--- config.mk ---
export PLATFORM = sky130hd
export DESIGN_NAME = mc_sequencer
export DESIGN_NICKNAME = d
export VERILOG_FILES = /design/src/rtl/seq_pkg.sv /design/src/rtl/seq_decode.sv /design/src/rtl/seq_alu.sv /design/src/rtl/seq_regfile.sv /design/src/rtl/mc_sequencer.sv
export SDC_FILE = /design/constraint.sdc
export NUM_CORES = 2
export LEC_CHECK = 0
export BUFFER_PORTS_ARGS = -buffer_cell sky130_fd_sc_hd__buf_2
export CORE_UTILIZATION = 50
export DETAILED_ROUTE_END_ITERATION = 8
export PLACE_DENSITY = 0.68
export REMOVE_ABC_BUFFERS = 1
export SETUP_SLACK_MARGIN = 0.5
export SLEW_MARGIN = 25
export SYNTH_ARGS = -nofsm -noshare
export SYNTH_HDL_FRONTEND = slang
export SYNTH_SLANG_ARGS = --single-unit
--- constraint.sdc ---
create_clock -name clk -period 4.75 [get_ports clk]
set_input_delay 0.2375 -clock clk [delete_from_list [all_inputs] [get_ports clk]]
set_output_delay 0.2375 -clock clk [all_outputs]
set_load 0.02 [all_outputs]
--- src/rtl/seq_pkg.sv ---
package seq_pkg;
    localparam int WORD_W     = 32;
    localparam int WORD_BYTES = WORD_W / 8;
    localparam int REG_N      = 32;
    localparam int REG_AW     = $clog2(REG_N);
    localparam int SH_W       = $clog2(WORD_W);

    localparam logic [5:0] OPC_RFMT  = 6'h00;
    localparam logic [5:0] OPC_BNEG  = 6'h01;
    localparam logic [5:0] OPC_JMP   = 6'h02;
    localparam logic [5:0] OPC_BEQ   = 6'h04;
    localparam logic [5:0] OPC_ADDI  = 6'h08;
    localparam logic [5:0] OPC_SLTI  = 6'h0A;
    localparam logic [5:0] OPC_ANDI  = 6'h0C;
    localparam logic [5:0] OPC_ORI   = 6'h0D;
    localparam logic [5:0] OPC_XORI  = 6'h0E;
    localparam logic [5:0] OPC_LDW   = 6'h23;
    localparam logic [5:0] OPC_STW   = 6'h2B;

    localparam logic [5:0] FN_SLL  = 6'h00;
    localparam logic [5:0] FN_SRL  = 6'h02;
    localparam logic [5:0] FN_SRA  = 6'h03;
    localparam logic [5:0] FN_JLR  = 6'h09;
    localparam logic [5:0] FN_ADD  = 6'h20;
    localparam logic [5:0] FN_SUB  = 6'h22;
    localparam logic [5:0] FN_AND  = 6'h24;
    localparam logic [5:0] FN_OR   = 6'h25;
    localparam logic [5:0] FN_XOR  = 6'h26;
    localparam logic [5:0] FN_NOR  = 6'h27;
    localparam logic [5:0] FN_SLT  = 6'h2A;

    typedef enum logic [2:0] {
        PH_IF  = 3'd0,
        PH_ID  = 3'd1,
        PH_EX  = 3'd2,
        PH_MEM = 3'd3,
        PH_WB  = 3'd4
    } phase_e;

    typedef enum logic [3:0] {
        CL_NOP, CL_ALUR, CL_ALUI, CL_LOAD, CL_STORE,
        CL_BEQ, CL_BNEG, CL_JUMP, CL_JLINK
    } iclass_e;

    typedef enum logic [3:0] {
        OP_ADD, OP_SUB, OP_AND, OP_OR, OP_XOR,
        OP_NOR, OP_SLT, OP_SLL, OP_SRL, OP_SRA
    } aluop_e;

    typedef struct packed {
        phase_e              ph;
        logic [WORD_W-1:0]   pc;
        logic [WORD_W-1:0]   npc;
        logic [WORD_W-1:0]   ir;
        logic [WORD_W-1:0]   opa;
        logic [WORD_W-1:0]   opb;
        logic [WORD_W-1:0]   imm;
        logic [WORD_W-1:0]   res;
        logic [WORD_W-1:0]   ldata;
        logic                cond;
    } seq_regs_t;
endpackage

--- src/rtl/seq_decode.sv ---
module seq_decode
    import seq_pkg::*;
(
    input  logic [5:0] opcode,
    input  logic [4:0] rt_fld,
    input  logic [5:0] funct,
    output iclass_e    cls,
    output aluop_e     op
);
    always_comb begin
        cls = CL_NOP;
        op  = OP_ADD;
        unique case (opcode)
            OPC_RFMT: begin
                cls = CL_ALUR;
                unique case (funct)
                    FN_ADD:  op = OP_ADD;
                    FN_SUB:  op = OP_SUB;
                    FN_AND:  op = OP_AND;
                    FN_OR:   op = OP_OR;
                    FN_XOR:  op = OP_XOR;
                    FN_NOR:  op = OP_NOR;
                    FN_SLT:  op = OP_SLT;
                    FN_SLL:  op = OP_SLL;
                    FN_SRL:  op = OP_SRL;
                    FN_SRA:  op = OP_SRA;
                    FN_JLR:  cls = CL_JLINK;
                    default: cls = CL_NOP;
                endcase
            end
            OPC_ADDI: begin cls = CL_ALUI; op = OP_ADD; end
            OPC_SLTI: begin cls = CL_ALUI; op = OP_SLT; end
            OPC_ANDI: begin cls = CL_ALUI; op = OP_AND; end
            OPC_ORI:  begin cls = CL_ALUI; op = OP_OR;  end
            OPC_XORI: begin cls = CL_ALUI; op = OP_XOR; end
            OPC_LDW:  cls = CL_LOAD;
            OPC_STW:  cls = CL_STORE;
            OPC_BEQ:  cls = CL_BEQ;
            OPC_BNEG: cls = (rt_fld == 5'd0) ? CL_BNEG : CL_NOP;
            OPC_JMP:  cls = CL_JUMP;
            default:  cls = CL_NOP;
        endcase
    end
endmodule

--- src/rtl/seq_alu.sv ---
module seq_alu
    import seq_pkg::*;
#(
    parameter int W = WORD_W,
    localparam int SW = $clog2(W)
) (
    input  logic [W-1:0]  a,
    input  logic [W-1:0]  b,
    input  logic [SW-1:0] shamt,
    input  aluop_e        op,
    output logic [W-1:0]  y
);
    always_comb begin
        unique case (op)
            OP_ADD:  y = a + b;
            OP_SUB:  y = a - b;
            OP_AND:  y = a & b;
            OP_OR:   y = a | b;
            OP_XOR:  y = a ^ b;
            OP_NOR:  y = ~(a | b);
            OP_SLT:  y = {{(W-1){1'b0}}, ($signed(a) < $signed(b))};
            OP_SLL:  y = b << shamt;
            OP_SRL:  y = b >> shamt;
            OP_SRA:  y = $unsigned($signed(b) >>> shamt);
            default: y = a + b;
        endcase
    end
endmodule

--- src/rtl/seq_regfile.sv ---
module seq_regfile
    import seq_pkg::*;
#(
    parameter int W = WORD_W,
    parameter int N = REG_N,
    localparam int AW = $clog2(N)
) (
    input  logic          clk,
    input  logic          rst_n,
    input  logic [AW-1:0] ra_a,
    input  logic [AW-1:0] ra_b,
    output logic [W-1:0]  rd_a,
    output logic [W-1:0]  rd_b,
    input  logic          we,
    input  logic [AW-1:0] wa,
    input  logic [W-1:0]  wd
);
    logic [W-1:0] regs_q [N];

    always_ff @(posedge clk or negedge rst_n) begin
        if (!rst_n) begin
            for (int i = 0; i < N; i++) regs_q[i] <= '0;
        end else if (we && (wa != '0)) begin
            regs_q[wa] <= wd;
        end
    end

    assign rd_a = (ra_a == '0) ? '0 : regs_q[ra_a];
    assign rd_b = (ra_b == '0) ? '0 : regs_q[ra_b];
endmodule

--- src/rtl/mc_sequencer.sv ---
module mc_sequencer
    import seq_pkg::*;
#(
    parameter logic [WORD_W-1:0] RESET_PC = '0,
    parameter int                LINK_IDX = REG_N - 1
) (
    input  logic              clk,
    input  logic              rst_n,
    output logic              mem_rd,
    output logic              mem_wr,
    output logic              mem_fetch,
    output logic [WORD_W-1:0] mem_addr,
    output logic [WORD_W-1:0] mem_wdata,
    input  logic [WORD_W-1:0] mem_rdata
);
    localparam logic [WORD_W-1:0] STEP     = WORD_W'(WORD_BYTES);
    localparam logic [REG_AW-1:0] LINK_REG = REG_AW'(LINK_IDX);

    seq_regs_t s_q, s_d;

    iclass_e           dec_cls;
    aluop_e            dec_op;
    logic [WORD_W-1:0] rf_a, rf_b, alu_b, alu_y, br_tgt;
    logic              rf_we;
    logic [REG_AW-1:0] rf_wa;
    logic [WORD_W-1:0] rf_wd;

    seq_decode u_dec (
        .opcode (s_q.ir[31:26]),
        .rt_fld (s_q.ir[20:16]),
        .funct  (s_q.ir[5:0]),
        .cls    (dec_cls),
        .op     (dec_op)
    );

    seq_regfile #(.W(WORD_W), .N(REG_N)) u_rf (
        .clk   (clk),
        .rst_n (rst_n),
        .ra_a  (s_q.ir[25:21]),
        .ra_b  (s_q.ir[20:16]),
        .rd_a  (rf_a),
        .rd_b  (rf_b),
        .we    (rf_we),
        .wa    (rf_wa),
        .wd    (rf_wd)
    );

    assign alu_b  = (dec_cls == CL_ALUR) ? s_q.opb : s_q.imm;
    assign br_tgt = s_q.npc + s_q.imm;

    seq_alu #(.W(WORD_W)) u_alu (
        .a     (s_q.opa),
        .b     (alu_b),
        .shamt (s_q.ir[10:6]),
        .op    (dec_op),
        .y     (alu_y)
    );

    always_comb begin
        s_d       = s_q;
        rf_we     = 1'b0;
        rf_wa     = '0;
        rf_wd     = '0;
        mem_rd    = 1'b0;
        mem_wr    = 1'b0;
        mem_fetch = 1'b0;
        mem_addr  = '0;
        mem_wdata = '0;
        unique case (s_q.ph)
            PH_IF: begin
                mem_rd    = 1'b1;
                mem_fetch = 1'b1;
                mem_addr  = s_q.pc;
                s_d.ir    = mem_rdata;
                s_d.npc   = s_q.pc + STEP;
                s_d.ph    = PH_ID;
            end
            PH_ID: begin
                s_d.opa = rf_a;
                s_d.opb = rf_b;
                s_d.imm = {{(WORD_W-16){s_q.ir[15]}}, s_q.ir[15:0]};
                if (dec_cls == CL_NOP) begin
                    s_d.pc = s_q.npc;
                    s_d.ph = PH_IF;
                end else begin
                    s_d.ph = PH_EX;
                end
            end
            PH_EX: begin
                unique case (dec_cls)
                    CL_ALUR, CL_ALUI: begin
                        s_d.res = alu_y;
                        s_d.ph  = PH_WB;
                    end
                    CL_LOAD, CL_STORE: begin
                        s_d.res = alu_y;
                        s_d.ph  = PH_MEM;
                    end
                    CL_BEQ: begin
                        s_d.res  = br_tgt;
                        s_d.cond = (s_q.opa == s_q.opb);
                        s_d.ph   = PH_WB;
                    end
                    CL_BNEG: begin
                        s_d.res  = br_tgt;
                        s_d.cond = s_q.opa[WORD_W-1];
                        s_d.ph   = PH_WB;
                    end
                    CL_JUMP: begin
                        s_d.pc = {s_q.npc[WORD_W-1:28], s_q.ir[25:0], 2'b00};
                        s_d.ph = PH_IF;
                    end
                    CL_JLINK: begin
                        rf_we  = 1'b1;
                        rf_wa  = LINK_REG;
                        rf_wd  = s_q.npc + STEP;
                        s_d.pc = s_q.opa;
                        s_d.ph = PH_IF;
                    end
                    default: begin
                        s_d.pc = s_q.npc;
                        s_d.ph = PH_IF;
                    end
                endcase
            end
            PH_MEM: begin
                mem_addr = s_q.res;
                if (dec_cls == CL_STORE) begin
                    mem_wr    = 1'b1;
                    mem_wdata = s_q.opb;
                    s_d.pc    = s_q.npc;
                    s_d.ph    = PH_IF;
                end else begin
                    mem_rd    = 1'b1;
                    s_d.ldata = mem_rdata;
                    s_d.ph    = PH_WB;
                end
            end
            PH_WB: begin
                s_d.pc = s_q.npc;
                s_d.ph = PH_IF;
                unique case (dec_cls)
                    CL_ALUR: begin
                        rf_we = 1'b1;
                        rf_wa = s_q.ir[15:11];
                        rf_wd = s_q.res;
                    end
                    CL_ALUI: begin
                        rf_we = 1'b1;
                        rf_wa = s_q.ir[20:16];
                        rf_wd = s_q.res;
                    end
                    CL_LOAD: begin
                        rf_we = 1'b1;
                        rf_wa = s_q.ir[20:16];
                        rf_wd = s_q.ldata;
                    end
                    CL_BEQ, CL_BNEG: begin
                        if (s_q.cond) s_d.pc = s_q.res;
                    end
                    default: ;
                endcase
            end
            default: s_d.ph = PH_IF;
        endcase
    end

    always_ff @(posedge clk or negedge rst_n) begin
        if (!rst_n) begin
            s_q    <= '0;
            s_q.pc <= RESET_PC;
        end else begin
            s_q <= s_d;
        end
    end
endmodule

# [Yosys cells after proc, flatten, opt, wreduce, memory -nomap -nowiden]
# Index checks and enable logic that the tools add are counted.
[word_totals] inputBits=34 ff_bits=1268 elab_cells=181 out_inout_bits=67
[op_classes] magnitude_cmp=5 reduce_logical=26 n_eq_ne=45 shifts=3 n_addsub=5 bitwise_logic=8 mux=47
[ops] op="$bwmux 1024" n=1
[ops] op="$mux 32" n=15
[ops] op="$bmux 32 s5" n=2
[ops] op="$pmux 32 s9" n=1
[ops] op="$pmux 32 s2" n=4
[ops] op="$demux 32 s5" n=1
[ops] op="$pmux 32 s4" n=1
[ops] op="$pmux 32 s3" n=1
[ops] op="$add 32x3->32 const B" n=2
[ops] op="$add 32x32->32" n=2
[ops] op="$eq 6x6->1 const B" n=9
[ops] op="$eq 6x4->1 const B" n=6
[ops] op="$pmux 4 s9" n=1
[ops] op="$and 32x32->32" n=1
[ops] op="$eq 32x32->1" n=1
[ops] op="$eq 4x3->1 const B" n=8
[ops] op="$lt 32x32->1" n=1
[ops] op="$not 32->32" n=1
[ops] op="$or 32x32->32" n=1
[ops] op="$shl 32x5->32" n=1
[ops] op="$shr 32x5->32" n=1
[ops] op="$sshr 32x5->32" n=1
[ops] op="$sub 32x32->32" n=1
[ops] op="$xor 32x32->32" n=1
[ops] op="41 further kinds" n=75

# [Longest topological paths before layout]
[logic_depth] ltp_word=14 mapped_depth=24 mapped_depth_nobuf=18

# [By module]
# Synthesis repeated with hierarchy kept, for this count alone.
[unflattened] cells_unflattened=6558 hier_area_um2=78489.0
[modules_own_cells] module="seq_regfile" area_per_inst_um2=54369.6 cells_per_inst=3621 seq_area_each_um2=25624.6 n_inst=1
[modules_own_cells] module="mc_sequencer" area_per_inst_um2=14522.7 cells_per_inst=1565 seq_area_each_um2=6105.9 n_inst=1
[modules_own_cells] module="seq_alu" area_per_inst_um2=9253.9 cells_per_inst=1317 seq_area_each_um2=0.0 n_inst=1
[modules_own_cells] module="seq_decode" area_per_inst_um2=342.8 cells_per_inst=55 seq_area_each_um2=0.0 n_inst=1

# [Worst setup path before layout]
# OpenSTA, ideal clock, no wires.
[synth_timing] kind="reg-to-reg" start="register s_q[164] (netlist bit)" end="register s_q[63] (netlist bit)" path_slack_ns=-0.291 path_stages_with_launch=23 path_buffers=4 setup_ns=0.135 period_less_slack_ns=5.041 required_ns=4.615 t_arrival_ns=4.906 path_cell_list="dfrtp_1 -> or4b_1 -> o311a_1 -> nor2_4 -> buf_2 -> clkbuf_1 -> buf_1 -> nand2_1 -> nand2_1 -> inv_1 -> ha_1 -> clkbuf_1 -> or4_1 -> nor4_1 -> nand3_1 -> o31ai_1 -> and3_1 -> o21ai_0 -> a211oi_1 -> o32a_1 -> nand3_1 -> o211ai_1 -> o211ai_1"
[synth_via] elab_chain_len=10 elab_cells_between_ends=47 classes_between="2 x add/sub; 25 x eq/ne; 3 x shift; 7 x mux; 4 x bitwise; 6 x reduce/logical"
[synth_rtl] element="start, declared" line_no="mc_sequencer.sv:19" rtl="seq_regs_t s_q, s_d;"
[synth_rtl] element="parallel branches: the longest is 10 deep, another holds $add 32x32->32"
# Parallel ways; which one is timed is not known.
# A chain may end at the register's enable or synchronous reset.

# [Final worst setup path]
[layout_timing] start="register s_q[166] (netlist bit)" end="register s_q[64] (netlist bit)"
# The elaborated chain is that of the path after synthesis.

==> run summary <==
SETUP PATH
-------------------------------------------------------------------------------------
Startpoint kind of the worst setup timing path                               register
Endpoint arrival time on the critical path                                    5.27 ns
Kind of end point of the critical path                                       register
Req. time, crit path                                                          5.44 ns
Critical Path Fanout Max                                                            5
Crit Path Class                                                          register to register

LAYOUT
-------------------------------------------------------------------------------------
Commonest cells after routing, fill and taps aside                       1254 x sky130_fd_sc_hd__dfrtp_1, 919 x sky130_fd_sc_hd__nand2_1, 725 x sky130_fd_sc_hd__nor2_1, 704 x sky130_fd_sc_hd__a21oi_1, 652 x sky130_fd_sc_hd__o21ai_0
Post-layout instance area                                                  87400 um^2
Most frequent standard cell in the layout excluding fill and tap cells   sky130_fd_sc_hd__dfrtp_1
Fill cell total of the finished layout                                          12.7k
Final non-filler cell total                                                      9657
# nets final                                                                     7688
Layout cell share with drive strength beyond 1                                  25.3%
Area growth from synthesis to layout                                            15.5%

LOGIC SYNTHESIS
-------------------------------------------------------------------------------------
Number of warnings issued by yosys                                                  0
Most instantiated flip-flop cell in the synthesis netlist                sky130_fd_sc_hd__dfrtp_1
Post-synthesis cell type count                                                     99
Synthesized flop and latch total                                                 1268
Avg Synthesized Cell Area                                                   10.2 um^2
EDFF count, synth                                                                   0
Part of the Yosys area used for sequential elements                             41.9%
Synthesized netlist cell count                                                   7441
Most area-consuming cells after synthesis                                sky130_fd_sc_hd__dfrtp_1 42%, sky130_fd_sc_hd__mux4_2 18%, sky130_fd_sc_hd__a21oi_1 5.0%, sky130_fd_sc_hd__nand2_1 4.6%, sky130_fd_sc_hd__o21ai_0 4.4%
Yosys top cell by area                                                   sky130_fd_sc_hd__dfrtp_1
Netlist area before placement                                              75700 um^2
Portion of synthesized cell area occupied by the leading cell type              41.9%
Fraction of registers with async set or reset after synthesis                    100%

DIE
-------------------------------------------------------------------------------------
Area inside the core boundary                                             150000 um^2
Standard-cell row count                                                           142
Width of the die                                                               391 um
Count of pins on the block boundary                                               101
Starting density of the core                                                    50.5%
Die outline area                                                          153000 um^2
Die Ht                                                                         391 um

TIMING
-------------------------------------------------------------------------------------
RSZ-0062 raised after global routing                                              yes
Clock Skews                                                                 0.0481 ns
Max-slew violation total from the final report                                      0
Final worst path period need                                                  4.58 ns
Slew HR                                                                         23.9%
Fin Setup TNS                                                                    0 ns
Post-route fraction of the period consumed by the critical path                 96.4%
Slew at the pin closest to its max-slew limit                                 1.14 ns
Maximum operating frequency                                                   218 MHz
Worst slack on hold paths                                                   0.0580 ns
Hold Violations, Final                                                              0
Final setup fails                                                                   0

POWER
-------------------------------------------------------------------------------------
Cell leakage power                                                          0.0373 uW
PwrDens                                                                   583 nW/um^2
Worst VDD drop                                                               0.522 mV

CLOCK NETWORK
-------------------------------------------------------------------------------------
H-tree depth reported by CTS                                                        4
Number of buffers inserted during clock tree synthesis                            143
CTS Sinks                                                                        1268
Clock tree from TritonCTS                                                        done
Clock transition at the registers of the reported paths                       0.06 ns
Clock latency on the worst-skew pair                                          0.82 ns
CTS Root Buffer Type                                                     sky130_fd_sc_hd__clkbuf_16
Max Buffers Root-to-Sink                                                            3

GLOBAL ROUTING
-------------------------------------------------------------------------------------
Initial antenna violation count                                                    10
Vias in the first global route                                                  63.3k
Wire length of the first global-routing pass                                   447 mm
Global-route usage over all layers                                              40.6%
Global route overflow                                                               0
Maximum number of pins on one net before global-route repair                      132

PLACED DESIGN
-------------------------------------------------------------------------------------
Cell area after placement                                                  80700 um^2
HPWL reported at the end of detailed placement                                 214 mm
Port buffer count                                                                 100
Final Wtd Congestion                                                             1.08
# placed instances                                                               9318

ROUTING
-------------------------------------------------------------------------------------
Average detailed-routed wire length per instance                              32.0 um
Vias per cell                                                                    6.72
Drt first-iter violations                                                        7971
Routed wire length                                                             309 mm
DR vias                                                                         64.9k
Residual DRC count                                                                  0
Number of detailed-route iterations in the first pass                               6
Post-DRT Antenna Nets                                                               0

STATUS
-------------------------------------------------------------------------------------
Status                                                                      completed

FLOW RUN
-------------------------------------------------------------------------------------
Max-cap check violation count                                                       0

HOLD PATH
-------------------------------------------------------------------------------------
Min-delay worst type                                                     input port to async pin

==> synth_stat cells (all sizes together), types with 9 or more instances <==
master and count:
a21oi 756, buf 199, a21o 29, o32ai 24, mux2i 106, nand4 33, a221oi 47, mux2 164
o21ai 726, nor2 748, nand2 933, nor3 63, xnor2 78, o211ai 31, o221ai 9, a211o 11
a22oi 61, a2111oi 10, o21bai 16, or2 15, clkbuf 536, nor2b 71, a211oi 39, xor2 74
and2 49, nand2b 23, mux4 609, a31oi 27, o22ai 93, nand3 65, and3 29, inv 109
or3 21, nor4 32, a222oi 15, ha 129, dfrtp 1268, a22o 35, o31ai 46, o2111ai 10
==> area by class of cell <==
class / count / area [um^2] / share of cell area, %
Timing Repair Buffer: 671 / 5770 / 6.61
Sequential cell: 1268 / 31800 / 36.3
Multi-Input combinational cell: 5326 / 42100 / 48.1
Inverter: 112 / 423 / 0.484
Tap cell: 2016 / 2520 / 2.89
Antenna cell: 7 / 17.5 / 0.0200
Clock buffer: 198 / 4140 / 4.73
Clock inverter: 59 / 708 / 0.810
==> power breakdown <==
part	switching (uW)	total [uW]	internal, uW
registers	2210	14000	11800
logic	16000	25500	9460
clock network	4870	11400	6580
total	23100	50900	27800
==> critical path, cell delays in order (launching register included) <==
cell,delay [ns]
sky130_fd_sc_hd__dfrtp_1,0.37
sky130_fd_sc_hd__or4b_4,0.58
sky130_fd_sc_hd__o311ai_4,0.11
sky130_fd_sc_hd__buf_6,0.17
sky130_fd_sc_hd__nand2_8,0.13
sky130_fd_sc_hd__buf_8,0.18
sky130_fd_sc_hd__mux2i_4,0.24
sky130_fd_sc_hd__ha_4,0.25
sky130_fd_sc_hd__a21oi_2,0.16
sky130_fd_sc_hd__o21bai_2,0.10
sky130_fd_sc_hd__a21o_1,0.22
sky130_fd_sc_hd__a221o_1,0.34
sky130_fd_sc_hd__a31o_4,0.24
sky130_fd_sc_hd__a31oi_1,0.18
sky130_fd_sc_hd__buf_4,0.17
sky130_fd_sc_hd__o31ai_4,0.06
sky130_fd_sc_hd__buf_6,0.14
sky130_fd_sc_hd__mux2i_4,0.19
sky130_fd_sc_hd__nor4_4,0.33
sky130_fd_sc_hd__o311ai_4,0.15
sky130_fd_sc_hd__o221a_2,0.14
==> cell families after synthesis <==
family	share of synthesized area, %
and+or+nand+nor	11.9
AOI/OAI and AO/OA	15.8
DFF	41.9
muxes	22.0
buffers and inverters	4.41
xor gates and xnor gates	1.76
adders and majority gates	2.21
==> sequential cells by signal, summed over array words and instances (netlist names) <==
signal and flops:
s_q 244, u_rf.regs_q 1024
==> through the flow <==
stage	total power, uW	util, %	worst slack [ns]
2_1_floorplan	26300	-	-9.95
3_3_place_gp	37600	53.8	-0.304
3_5_place_dp	37600	53.8	-0.304
4_1_cts	49700	57.8	0.265
5_1_grt	52500	58.3	0.0392
6_report	50900	58.3	0.171
==> routing by layer <==
layer	track usage, %	vias to the layer above	routed length (um)
met3	8.63	860	30900
met1	55.3	32846	121000
met2	60.6	3903	137000
met4	22.4	10	19700
li1	-	27279	-
met5	0	-	55
==> path summary, 6_finish.rpt <==
check	start	end	slack, ns	depth (start not counted)
max	s_q[166]$_DFFE_PN0P_	s_q[64]$_DFFE_PN0P_	0.17	20
min	rst_n	u_rf.regs_q[424]$_DFFE_PN0P_	0.06	2
max reg2reg	s_q[166]$_DFFE_PN0P_	s_q[64]$_DFFE_PN0P_	0.17	20
min reg2reg	u_rf.regs_q[1016]$_DFFE_PN0P_	u_rf.regs_q[1016]$_DFFE_PN0P_	0.39	0
max in group asynchronous	rst_n	s_q[182]$_DFFE_PN0P_	3.26	3
min in group clk	mem_rdata[12]	s_q[173]$_DFFE_PN0P_	0.18	4
==> what timing repair did <==
| action | in CTS | in global routing |
|---|---|---|
| setup endpoints to repair | 27 | 312 |
| cloned | 1 | 1 |
| pin swaps | 41 | 36 |
| hold buffers | 33 | 0 |
| resized for setup | 132 | 91 |
| setup buffers | 18 | 17 |
| hold endpoints to repair | 158 | 0 |
(Power assumes the default switching activity.)
